### config.mk
export PLATFORM = sky130hd
export DESIGN_NAME = swrst_bank
export DESIGN_NICKNAME = d
export VERILOG_FILES = /design/src/rtl/swrst_pkg.sv /design/src/rtl/swrst_lock_cell.sv /design/src/rtl/swrst_ctrl_cell.sv /design/src/rtl/swrst_read_mux.sv /design/src/rtl/swrst_bank.sv
export SDC_FILE = /design/constraint.sdc
export NUM_CORES = 1
export LEC_CHECK = 0
export ABC_AREA = 1
export ABC_CLOCK_PERIOD_IN_PS = 2200
export BUFFER_PORTS_ARGS = -buffer_cell sky130_fd_sc_hd__buf_2
export CORE_MARGIN = 5
export CORE_UTILIZATION = 37
export DETAILED_ROUTE_END_ITERATION = 10
export GPL_ROUTABILITY_DRIVEN = 0
export PLACE_DENSITY = 0.8
export SLEW_MARGIN = 20
export SYNTH_ARGS = -nofsm -noshare
export SYNTH_HDL_FRONTEND = slang
export SYNTH_HIERARCHICAL = 1
export SYNTH_SLANG_ARGS = --single-unit
### constraint.sdc
create_clock -name clk_i -period 2.2 [get_ports clk_i]
set_input_delay 0.44 -clock clk_i [delete_from_list [all_inputs] [get_ports clk_i]]
set_output_delay 0.44 -clock clk_i [all_outputs]
set_load 0.01 [all_outputs]
### src/rtl/swrst_pkg.sv
package swrst_pkg;

   typedef enum logic [1:0] {
      REG_LOCK = 2'd0,
      REG_CTRL = 2'd1,
      REG_NONE = 2'd2
   } region_e;

   // Classify a word address against a bank of n lines.
   function automatic region_e region_of(input int unsigned a, input int unsigned n);
      if (a < n)     return REG_LOCK;
      if (a < 2 * n) return REG_CTRL;
      return REG_NONE;
   endfunction

endpackage

### src/rtl/swrst_lock_cell.sv
module swrst_lock_cell (
   input  logic clk_i,
   input  logic rst_ni,
   input  logic wr_hit_i,
   input  logic wr_bit_i,
   output logic lock_o
);

   logic lock_q;

   // Clear-only: software may drop the lock, never raise it.
   always_ff @(posedge clk_i or negedge rst_ni) begin
      if (!rst_ni)                    lock_q <= 1'b1;
      else if (wr_hit_i && !wr_bit_i) lock_q <= 1'b0;
   end

   assign lock_o = lock_q;

   assert_lock_never_rises_R5 : assert property (@(posedge clk_i) disable iff (!rst_ni)
      !$rose(lock_q));

   assert_lock_clears_R4 : assert property (@(posedge clk_i) disable iff (!rst_ni)
      (wr_hit_i && !wr_bit_i) |=> !lock_q);

endmodule

### src/rtl/swrst_ctrl_cell.sv
module swrst_ctrl_cell (
   input  logic clk_i,
   input  logic rst_ni,
   input  logic lock_i,
   input  logic wr_hit_i,
   input  logic wr_bit_i,
   output logic ctrl_o
);

   logic ctrl_q;

   always_ff @(posedge clk_i or negedge rst_ni) begin
      if (!rst_ni)                 ctrl_q <= 1'b1;
      else if (wr_hit_i && lock_i) ctrl_q <= wr_bit_i;
   end

   assign ctrl_o = ctrl_q;

   assert_locked_ctrl_stable_R6 : assert property (@(posedge clk_i) disable iff (!rst_ni)
      !lock_i |=> $stable(ctrl_q));

   assert_open_write_lands_R2 : assert property (@(posedge clk_i) disable iff (!rst_ni)
      (wr_hit_i && lock_i) |=> (ctrl_q == $past(wr_bit_i)));

endmodule

### src/rtl/swrst_read_mux.sv
module swrst_read_mux #(
   parameter int unsigned NUM_LINES = 8,
   parameter int unsigned ADDR_W    = 5,
   parameter int unsigned DATA_W    = 32
) (
   input  logic [ADDR_W-1:0]    addr_i,
   input  logic [NUM_LINES-1:0] lock_i,
   input  logic [NUM_LINES-1:0] ctrl_i,
   output logic [DATA_W-1:0]    word_o
);

   always_comb begin
      word_o = '0;
      for (int unsigned i = 0; i < NUM_LINES; i++) begin
         if (int'(addr_i) == int'(i))             word_o[0] = lock_i[i];
         if (int'(addr_i) == int'(NUM_LINES + i)) word_o[0] = ctrl_i[i];
      end
   end

endmodule

### src/rtl/swrst_bank.sv
module swrst_bank
   import swrst_pkg::*;
#(
   parameter int unsigned NUM_LINES = 8,
   parameter int unsigned ADDR_W    = 5,
   parameter int unsigned DATA_W    = 32,
   parameter bit          READ_REG  = 1'b0
) (
   input  logic                 clk_i,
   input  logic                 rst_ni,
   input  logic [ADDR_W-1:0]    addr_i,
   input  logic                 wr_en_i,
   input  logic [DATA_W-1:0]    wr_data_i,
   output logic [DATA_W-1:0]    rd_data_o,
   output logic [NUM_LINES-1:0] rst_hold_no
);

   localparam int unsigned USED_WORDS = 2 * NUM_LINES;
   localparam int unsigned ADDR_SPAN  = 1 << ADDR_W;

   initial begin
      assert (NUM_LINES >= 1) else $fatal(1, "NUM_LINES must be at least 1");
      assert (USED_WORDS <= ADDR_SPAN) else $fatal(1, "ADDR_W too narrow for the bank");
      assert (DATA_W >= 1) else $fatal(1, "DATA_W must be at least 1");
   end

   logic [NUM_LINES-1:0] lock_vec;
   logic [NUM_LINES-1:0] ctrl_vec;
   logic [DATA_W-1:0]    rd_word;
   logic                 unused_wdata;
   region_e              region;

   assign unused_wdata = ^wr_data_i;
   assign region       = region_of(int'(addr_i), NUM_LINES);

   for (genvar i = 0; i < NUM_LINES; i++) begin : g_line
      logic lock_hit;
      logic ctrl_hit;

      assign lock_hit = wr_en_i && (int'(addr_i) == i);
      assign ctrl_hit = wr_en_i && (int'(addr_i) == NUM_LINES + i);

      swrst_lock_cell i_lock (
         .clk_i    (clk_i),
         .rst_ni   (rst_ni),
         .wr_hit_i (lock_hit),
         .wr_bit_i (wr_data_i[0]),
         .lock_o   (lock_vec[i])
      );

      swrst_ctrl_cell i_ctrl (
         .clk_i    (clk_i),
         .rst_ni   (rst_ni),
         .lock_i   (lock_vec[i]),
         .wr_hit_i (ctrl_hit),
         .wr_bit_i (wr_data_i[0]),
         .ctrl_o   (ctrl_vec[i])
      );
   end

   assign rst_hold_no = ctrl_vec;

   swrst_read_mux #(
      .NUM_LINES (NUM_LINES),
      .ADDR_W    (ADDR_W),
      .DATA_W    (DATA_W)
   ) i_read_mux (
      .addr_i (addr_i),
      .lock_i (lock_vec),
      .ctrl_i (ctrl_vec),
      .word_o (rd_word)
   );

   if (READ_REG) begin : g_rd_reg
      logic [DATA_W-1:0] rd_q;
      always_ff @(posedge clk_i or negedge rst_ni) begin
         if (!rst_ni) rd_q <= '0;
         else         rd_q <= rd_word;
      end
      assign rd_data_o = rd_q;

      assert_unmapped_reads_zero_R8 : assert property (@(posedge clk_i) disable iff (!rst_ni)
         (region == REG_NONE) |=> (rd_data_o == '0));
   end else begin : g_rd_comb
      assign rd_data_o = rd_word;

      assert_unmapped_reads_zero_R8 : assert property (@(posedge clk_i) disable iff (!rst_ni)
         (region == REG_NONE) |-> (rd_data_o == '0));
   end

   if (DATA_W > 1) begin : g_upper_chk
      assert_upper_bits_zero_R7 : assert property (@(posedge clk_i) disable iff (!rst_ni)
         rd_data_o[DATA_W-1:1] == '0);
   end

   assert_unmapped_write_inert_R8 : assert property (@(posedge clk_i) disable iff (!rst_ni)
      (wr_en_i && region == REG_NONE) |=> ($stable(lock_vec) && $stable(ctrl_vec)));

endmodule

After elaboration in Yosys (flattened, before gate mapping)
Cells that the tools add are included.
{"block": "totals", "regBits": 16, "latch_bits": 0, "mem_bits_rw": 0, "rom_bits": 0, "inputBits": 40, "output_inout_bits": 40, "word_cells": 89, "memories": 0}
{"block": "classes", "addsub": 0, "n_mul": 0, "div": 0, "order_cmp": 0, "eq_ne": 23, "shift": 0, "n_mux": 16, "bitwise_logic": 0, "n_reduce_logical": 34}
{"cell": "$eq 5x4->1 const B", "count": 12}
{"cell": "$eq 5x5->1 const B", "count": 8}
{"cell": "$logic_and 1x1->1", "count": 32}
{"cell": "$mux 1", "count": 16}
{"cell": "$eq 5x3->1 const B", "count": 2}
{"cell": "$eq 5x2->1 const B", "count": 1}
{"cell": "$logic_not 5->1", "count": 1}
{"cell": "$logic_not 1->1", "count": 1}

Depth between registers and ports, before layout
Gate-level depths: netlist of the first run.
{"block": "logic_depth", "depth_word": 17, "ltp_mapped": 9, "depth_no_buf": 9}

Cells and area by module
Netlist of the first run, hierarchy kept.
{"module": "swrst_read_mux", "instances": 1, "cells_each": 83, "area_per_inst_um2": 444.2, "seq_area_each_um2": 0.0}
{"module": "swrst_ctrl_cell", "instances": 8, "cells_each": 5, "area_per_inst_um2": 42.5, "seq_area_each_um2": 26.3}
{"module": "swrst_lock_cell", "instances": 8, "cells_each": 4, "area_per_inst_um2": 42.5, "seq_area_each_um2": 26.3}
{"module": "swrst_bank", "instances": 1, "cells_each": 35, "area_per_inst_um2": 138.9, "seq_area_each_um2": 0.0}

Worst setup path before layout of the first run
Ideal clock, no wire load.
{"block": "synth_timing", "kind": "reg2out", "startpoint": "register g_line[5].i_ctrl.ctrl_q", "endpoint": "output rd_data_o[0]", "t_arrival_ns": 1.047, "required_ns": 1.760, "slack_ns": 0.713, "stages_incl_launch_ff": 9, "n_path_buf": 0, "path_cell_list": "dfstp_2 > inv_1 > nand3_1 > o21ai_0 > nand2_1 > nand2_1 > nor2_1 > nor2_1 > nand4_1"}
{"block": "synth_between", "elab_chain_cells": 5}
{"element": "start, declared", "line_no": "swrst_ctrl_cell.sv:10", "rtl": "logic ctrl_q;"}
{"element": "start signal, assigned", "line_no": "swrst_ctrl_cell.sv:14", "rtl": "else if (wr_hit_i && lock_i) ctrl_q <= wr_bit_i;"}
{"element": "$mux 1", "line_no": "swrst_read_mux.sv:16", "rtl": "if (int'(addr_i) == int'(NUM_LINES + i)) word_o[0] = ctrl_i[i];"}
{"element": "$mux 1", "line_no": "swrst_read_mux.sv:15", "rtl": "if (int'(addr_i) == int'(i)) word_o[0] = lock_i[i];"}
{"element": "$mux 1", "line_no": "swrst_read_mux.sv:16"}
{"element": "$mux 1", "line_no": "swrst_read_mux.sv:15"}
{"element": "$mux 1", "line_no": "swrst_read_mux.sv:16"}
{"element": "end, declared", "line_no": "swrst_bank.sv:14", "rtl": "output logic [DATA_W-1:0] rd_data_o,"}
Every way passes these cells.

Worst setup path after layout of the first run
Ends and elaborated chain as after synthesis.

==> results.json, run 1 <==
{
  "synthToLayoutAreaGrowth_pct": 3.56,
  "wl_per_cell_um": 10.0,
  "p_sw_share_pct": 34.5,
  "p_int_w": 0.000529,
  "synth_common_cells": "nand2_1, buf_4, inv_1, nor2_1, dfstp_2",
  "cts-buffers-inserted": 3,
  "rr_worst_depth": 3,
  "clk_pin_slew_ns": 0.09,
  "clock_latency_ns": 0.27,
  "wl_um": 2550,
  "hold_viol": 0,
  "clock_path_buffers": 2,
  "power_density_nw_per_um2": 617,
  "nets": 251,
  "cts_sinks": 16,
  "antenna_found_initial": 0,
  "skew_ns": 0.00117,
  "fin_setup_tns_ns": 0,
  "drv_slew": 0,
  "drc_errors": 0,
  "fin_crit_sh_pct": 88.3,
  "critPathMaxFanout": 3,
  "outcome": "complete, no violations",
  "worstSetupEndpointType": "output port",
  "r2r_start": "g_line[5].i_lock/lock_o",
  "seqPwrFrac_pct": 54.5,
  "synth_cell_types": 14,
  "avgSynthCellArea_um2": 6.65,
  "syn-cell-area_um2": 1260,
  "firstDrtPassIters": 4,
  "ys_ff_latch": 16,
  "start_kind": "flip-flop",
  "die_area_um2": 4680,
  "ys_seq_area_share_pct": 33.3,
  "maxCapViolations": 0,
  "route.antenna.remaining_nets": 0,
  "die-height_um": 68.4,
  "final_cells": 255,
  "rsz0062_at_grt": "no",
  "synth-async-reset-ratio_pct": 100,
  "grt_max_degree": 17,
  "ys.warnings.count": 6,
  "rows": 21,
  "min_period_ns": 1.94,
  "coreArea_um2": 3310,
  "ys.flop_type": "dfstp_2",
  "post-place-ws_ns": 0.342,
  "yosysTopAreaCellShare_pct": 33.3,
  "setup_ws_ns": 0.257,
  "yosysTopAreaCell": "dfstp_2",
  "dp_cells": 252,
  "synth-edff-count": 0,
  "fmax_ghz": 0.515,
  "r2r_end": "g_line[5].i_ctrl/ctrl_o",
  "hp-class": "input pin to asynchronous set/reset pin",
  "worstPathRequired_ns": 1.76,
  "max-vdd-ir-drop_uv": 209,
  "setup_viol": 0,
  "routed_via_density": 4.20,
  "dp_hpwl_um": 2040,
  "ctsRootBufferMaster": "clkbuf_4",
  "ios": 80,
  "worst_ep_arrival_time_ns": 1.50,
  "io_buffers": 17,
  "clockPowerShare_pct": 18.3,
  "synth.most_common_cell": "nand2_1",
  "p_leak_nw": 0.747,
  "worst-setup-path-type": "flip-flop to output port",
  "switching_power_w": 0.000278,
  "comb_power_share_pct": 27.2,
  "post_cts_buffers": 0,
  "start_util_pct": 38.2,
  "grt-ovfl-total": 0,
  "track_usage_pct": 11.8,
  "rrSetupSlack_ns": 1.41,
  "ctsHoldBuffers": 0,
  "via_count": 1070,
  "ctsResizeCount": 0,
  "drt_iter0_markers": 73,
  "grt_pass1_vias": 969,
  "htree_levels": 1,
  "grt_pass1_wl_um": 4170,
  "synth_area_leaders": "dfstp_2, buf_4, nand2_1",
  "cts_tree": "built",
  "drive_gt1_share_pct": 22.5,
  "die_w_um": 68.4,
  "num_antenna_cells": 0,
  "postSynthCellCount": 190
}
[state kept, by name, summed over array words and instances (netlist names)]
signal                flops
g_line.i_lock/lock_o      8
g_line.i_ctrl/ctrl_o      8
[critical path, cell delays in order, from the launching register on]
cell	delay [ns]
dfstp_2	0.55
inv_1	0.05
nand3_1	0.06
o21ai_0	0.09
nand2_1	0.07
nand2_1	0.05
nor2_1	0.10
nor2_1	0.05
nand4_1	0.07
buf_2	0.13
[metrics by stage]
| stage | util (%) | hold WS, ns | power [W] | area, um^2 |
|---|---|---|---|---|
| after global placement | 38.9 | 0.455 | 0.000656 | 1290 |
| final | 39.5 | 0.330 | 0.000808 | 1310 |
| after floorplan | - | 0.292 | 0.000620 | 1380 |
| after detailed placement | 38.9 | 0.460 | 0.000667 | 1290 |
| after global routing | 39.5 | 0.373 | 0.000883 | 1310 |
| after CTS | 39.5 | 0.342 | 0.000820 | 1310 |
[final cells by class]
type	count	area, um^2
Inverter	31	116
Tap cell	46	57.6
Timing Repair Buffer	17	85.1
Fill cell	363	2000
Sequential cell	16	420
Clock buffer	3	22.5
Multi-Input combinational cell	142	607
[layer usage]
metal | track usage [%] | wire, um
met1 | 14.7 | 1050
met5 | 0 | 0
met4 | 6.20 | 20
met2 | 19.1 | 1230
met3 | 2.30 | 251
[how the worst max path moves through the flow]
stage	from	to	slack (ns)	cells after the start
2_1_floorplan	g_line[5].i_ctrl/ctrl_o	rd_data_o[0]	0.71	8
3_3_place_gp	addr_i[3]	rd_data_o[0]	0.36	11
3_5_place_dp	addr_i[3]	rd_data_o[0]	0.34	11
4_1_cts	g_line[5].i_ctrl/ctrl_o	rd_data_o[0]	0.23	9
5_1_grt	g_line[5].i_ctrl/ctrl_o	rd_data_o[0]	0.03	9
6_report	g_line[5].i_ctrl/ctrl_o	rd_data_o[0]	0.26	9
[placed cells by master (no fill, tap or decap)]
cell type and instances:
nor2_1 26, conb_1 31, a21oi_1 1, clkbuf_4 3, nand3_1 15, nand4_1 1, inv_1 29, a21oi_2 8
inv_2 2, buf_2 17, nor2_4 1, nor4_1 1, dfstp_2 16, o21ai_0 1, nand2_1 57
[cell families (layout without fill, tap and decap cells)]
kind of cell    after synthesis  after routing  synth area share, %
simple gates                101            101                 32.5
buf+inv                      62             51                 27.6
flops                        16             16                 33.3
compound gates               10             10                 6.34
other cells                   1             31                0.297
[power by group through the flow]
stage	sequential [W]	combinational [W]	clock, W
floorplan	0.000449	0.000172	0
global placement	0.000442	0.000214	0
detailed placement	0.000446	0.000221	0
CTS	0.000441	0.000222	0.000157
global route	0.000452	0.000256	0.000174
finish	0.000440	0.000220	0.000148
No activity file was read; power rests on OpenSTA's default activity.
==> run 2: changes to the inputs <==
Settings changed: ABC_AREA 1 to unset, PLACE_DENSITY 0.8 to 0.81.
==> run 2 against run 1 <==
Compared with the run above: register-to-register slack got worse by 0.20 ns; wire length decreased by 12%; area after synthesis shrank 4.1%; count of clock-buffer cells in the layout stayed put; via count shrank 24%; sequential power fell by 33%; clock power about the same; design area decreased by 3.9%; non-clock buffer count is 1 higher; worst hold slack got worse by 0.0024 ns; sequential cell count is the same; global-route usage decreased by 2.1 points; critical path type unchanged; critical endpoint unchanged.
==> results.json, run 2 <==
{
  "outcome": "complete, no violations",
  "firstDrtPassIters": 4,
  "dp_hpwl_um": 1720,
  "skew_ns": 0.00158,
  "maxCapViolations": 0,
  "num_antenna_cells": 0,
  "synth_common_cells": "buf_4, dfstp_2, nor2_1, inv_1, nand2_1",
  "ctsRootBufferMaster": "clkbuf_4",
  "coreArea_um2": 3100,
  "synth-async-reset-ratio_pct": 100,
  "wl_um": 2240,
  "min_period_ns": 2.12,
  "synth_top_family_by_area": "buffers and inverters",
  "clock_latency_ns": 0.28,
  "design_power_total_w": 0.000528,
  "nFillCells": 326,
  "synth-edff-count": 0,
  "grt_pass1_vias": 693,
  "synthToLayoutAreaGrowth_pct": 3.72,
  "hp-class": "input pin to asynchronous set/reset pin",
  "cts-buffers-inserted": 3,
  "postSynthCellCount": 125,
  "max-vdd-ir-drop_uv": 183,
  "cts_sinks": 16,
  "p_leak_nw": 0.623,
  "ys_ff_latch": 16,
  "synth_mux_area_share_pct": 15.9,
  "clk_pin_slew_ns": 0.09,
  "synth_compound_gate_area_share_pct": 9.39,
  "rows": 20,
  "via_count": 816,
  "fin_setup_tns_ns": 0,
  "critPathMaxFanout": 3,
  "power_density_nw_per_um2": 420,
  "start_kind": "flip-flop",
  "drt_iter0_markers": 25,
  "yosysTopAreaCellShare_pct": 34.7,
  "cts_tree": "built",
  "synth.most_common_cell": "buf_4",
  "synth_xor_xnor_area_share_pct": 0,
  "syn-cell-area_um2": 1210,
  "rsz0062_at_grt": "no",
  "ys.warnings.count": 6,
  "htree_levels": 1,
  "wl_per_cell_um": 11.9,
  "die-height_um": 67.2,
  "setup_viol": 0,
  "worst_ep_arrival_time_ns": 1.68,
  "drv_slew": 0,
  "holdWs_ns": 0.327,
  "final_cell_mix": "conb_1, buf_2, dfstp_2",
  "fin_area_um2": 1260,
  "synth_cell_types": 26,
  "hold_viol": 0,
  "ys_seq_area_share_pct": 34.7,
  "avgSynthCellArea_um2": 9.70,
  "route.antenna.remaining_nets": 0,
  "drive_gt1_share_pct": 32.6,
  "grt-ovfl-total": 0,
  "routed_via_density": 4.34,
  "final_common_cell": "conb_1",
  "antenna_found_initial": 0,
  "yosysTopAreaCell": "dfstp_2",
  "synth_area_leaders": "dfstp_2, buf_4, mux2_4",
  "die_w_um": 67.2,
  "nets": 186,
  "worstPathRequired_ns": 1.76,
  "start_util_pct": 39.1,
  "worst-setup-path-type": "flip-flop to output port",
  "ys.flop_type": "dfstp_2",
  "fin_crit_sh_pct": 96.4,
  "clock_path_buffers": 2,
  "grt_max_degree": 17,
  "drc_errors": 0,
  "ios": 80,
  "worstSetupEndpointType": "output port",
  "synth-simple-area-share_pct": 16.7,
  "io_buffers": 17,
  "fmax_ghz": 0.471,
  "grt_pass1_wl_um": 3310,
  "die_area_um2": 4520,
  "track_usage_pct": 9.73,
  "synth_adder_area_share_pct": 0,
  "place_area_um2": 1230
}
## run 2: changes by cell type after synthesis, moves of 3 or more
cell,change
a21boi_1,+8
a21oi_2,-8
inv_1,-18
mux2_4,+8
nand2_1,-47
nand2b_1,+3
nand3_1,-15
nor2_1,-13
nor2b_1,+3
nor3_1,+3
## run 2: layout make-up
class	count	area, um^2	share of cell area, %
tap	44	55.1	4.38
timing repair buffer	18	92.6	7.36
inverter	11	41.3	3.28
clock buffer	3	22.5	1.79
sequential	16	420	33.4
multi-input combinational	96	626	49.8
## run 2: power breakdown
group	internal, W	switching, W
clock network	0.0000634	0.0000866
logic	0.0000200	0.0000623
registers	0.000296	0
total	0.000379	0.000149
## run 2: path summary, 6_finish.rpt
check	cells past startpoint	from	slack [ns]	to
max	5	g_line[5].i_ctrl/ctrl_o	0.08	rd_data_o[0]
min	1	rst_ni	0.33	g_line[5].i_ctrl/ctrl_o
max reg2reg	2	g_line[0].i_lock/lock_o	1.21	g_line[0].i_ctrl/ctrl_o
min reg2reg	1	g_line[1].i_lock/lock_o	0.50	g_line[1].i_lock/lock_o
max in group asynchronous	1	rst_ni	1.84	g_line[7].i_lock/lock_o
min in group clk_i	1	g_line[1].i_lock/lock_o	0.50	g_line[1].i_lock/lock_o
## run 2: layer usage
metal / GRT usage [%] / part of all wire [%] / vias up
met3: 2.66 / 6.9 / 2
met4: 3.04 / 0.45 / 0
met2: 13.1 / 44 / 31
li1: - / - / 401
met5: 0 / 0 / -
met1: 14.8 / 49 / 382
## run 2: worst max-delay path, stage by stage, from the launching register on
cell     delay, ns
dfstp_2       0.54
nor2b_1       0.12
o22ai_1       0.09
a311o_1       0.35
o21ai_1       0.15
buf_2         0.15
## run 2: kinds of logic (layout without fill, tap and decap cells)
group	count (synthesis)	after routing
AO/OA/AOI/OAI	15	15
buffers and inverters	43	32
flip-flops	16	16
multiplexers	12	12
other	1	31
AND/OR/NAND/NOR	38	38
## run 2: what timing repair did
action,CTS,global route
hold buffers,0,0
endpoints found under the setup margin,0,1
gates resized for setup,0,1
buffers inserted,0,0
## run 2: stage by stage
step           cells  utilization (%)  setup slack (ns)
4_1_cts          188             40.5            0.0119
3_5_place_dp     185             39.8             0.131
3_3_place_gp     185             39.8             0.144
2_1_floorplan    155                -             0.404
5_1_grt          188             40.5           0.00511
6_report         188             40.5            0.0791
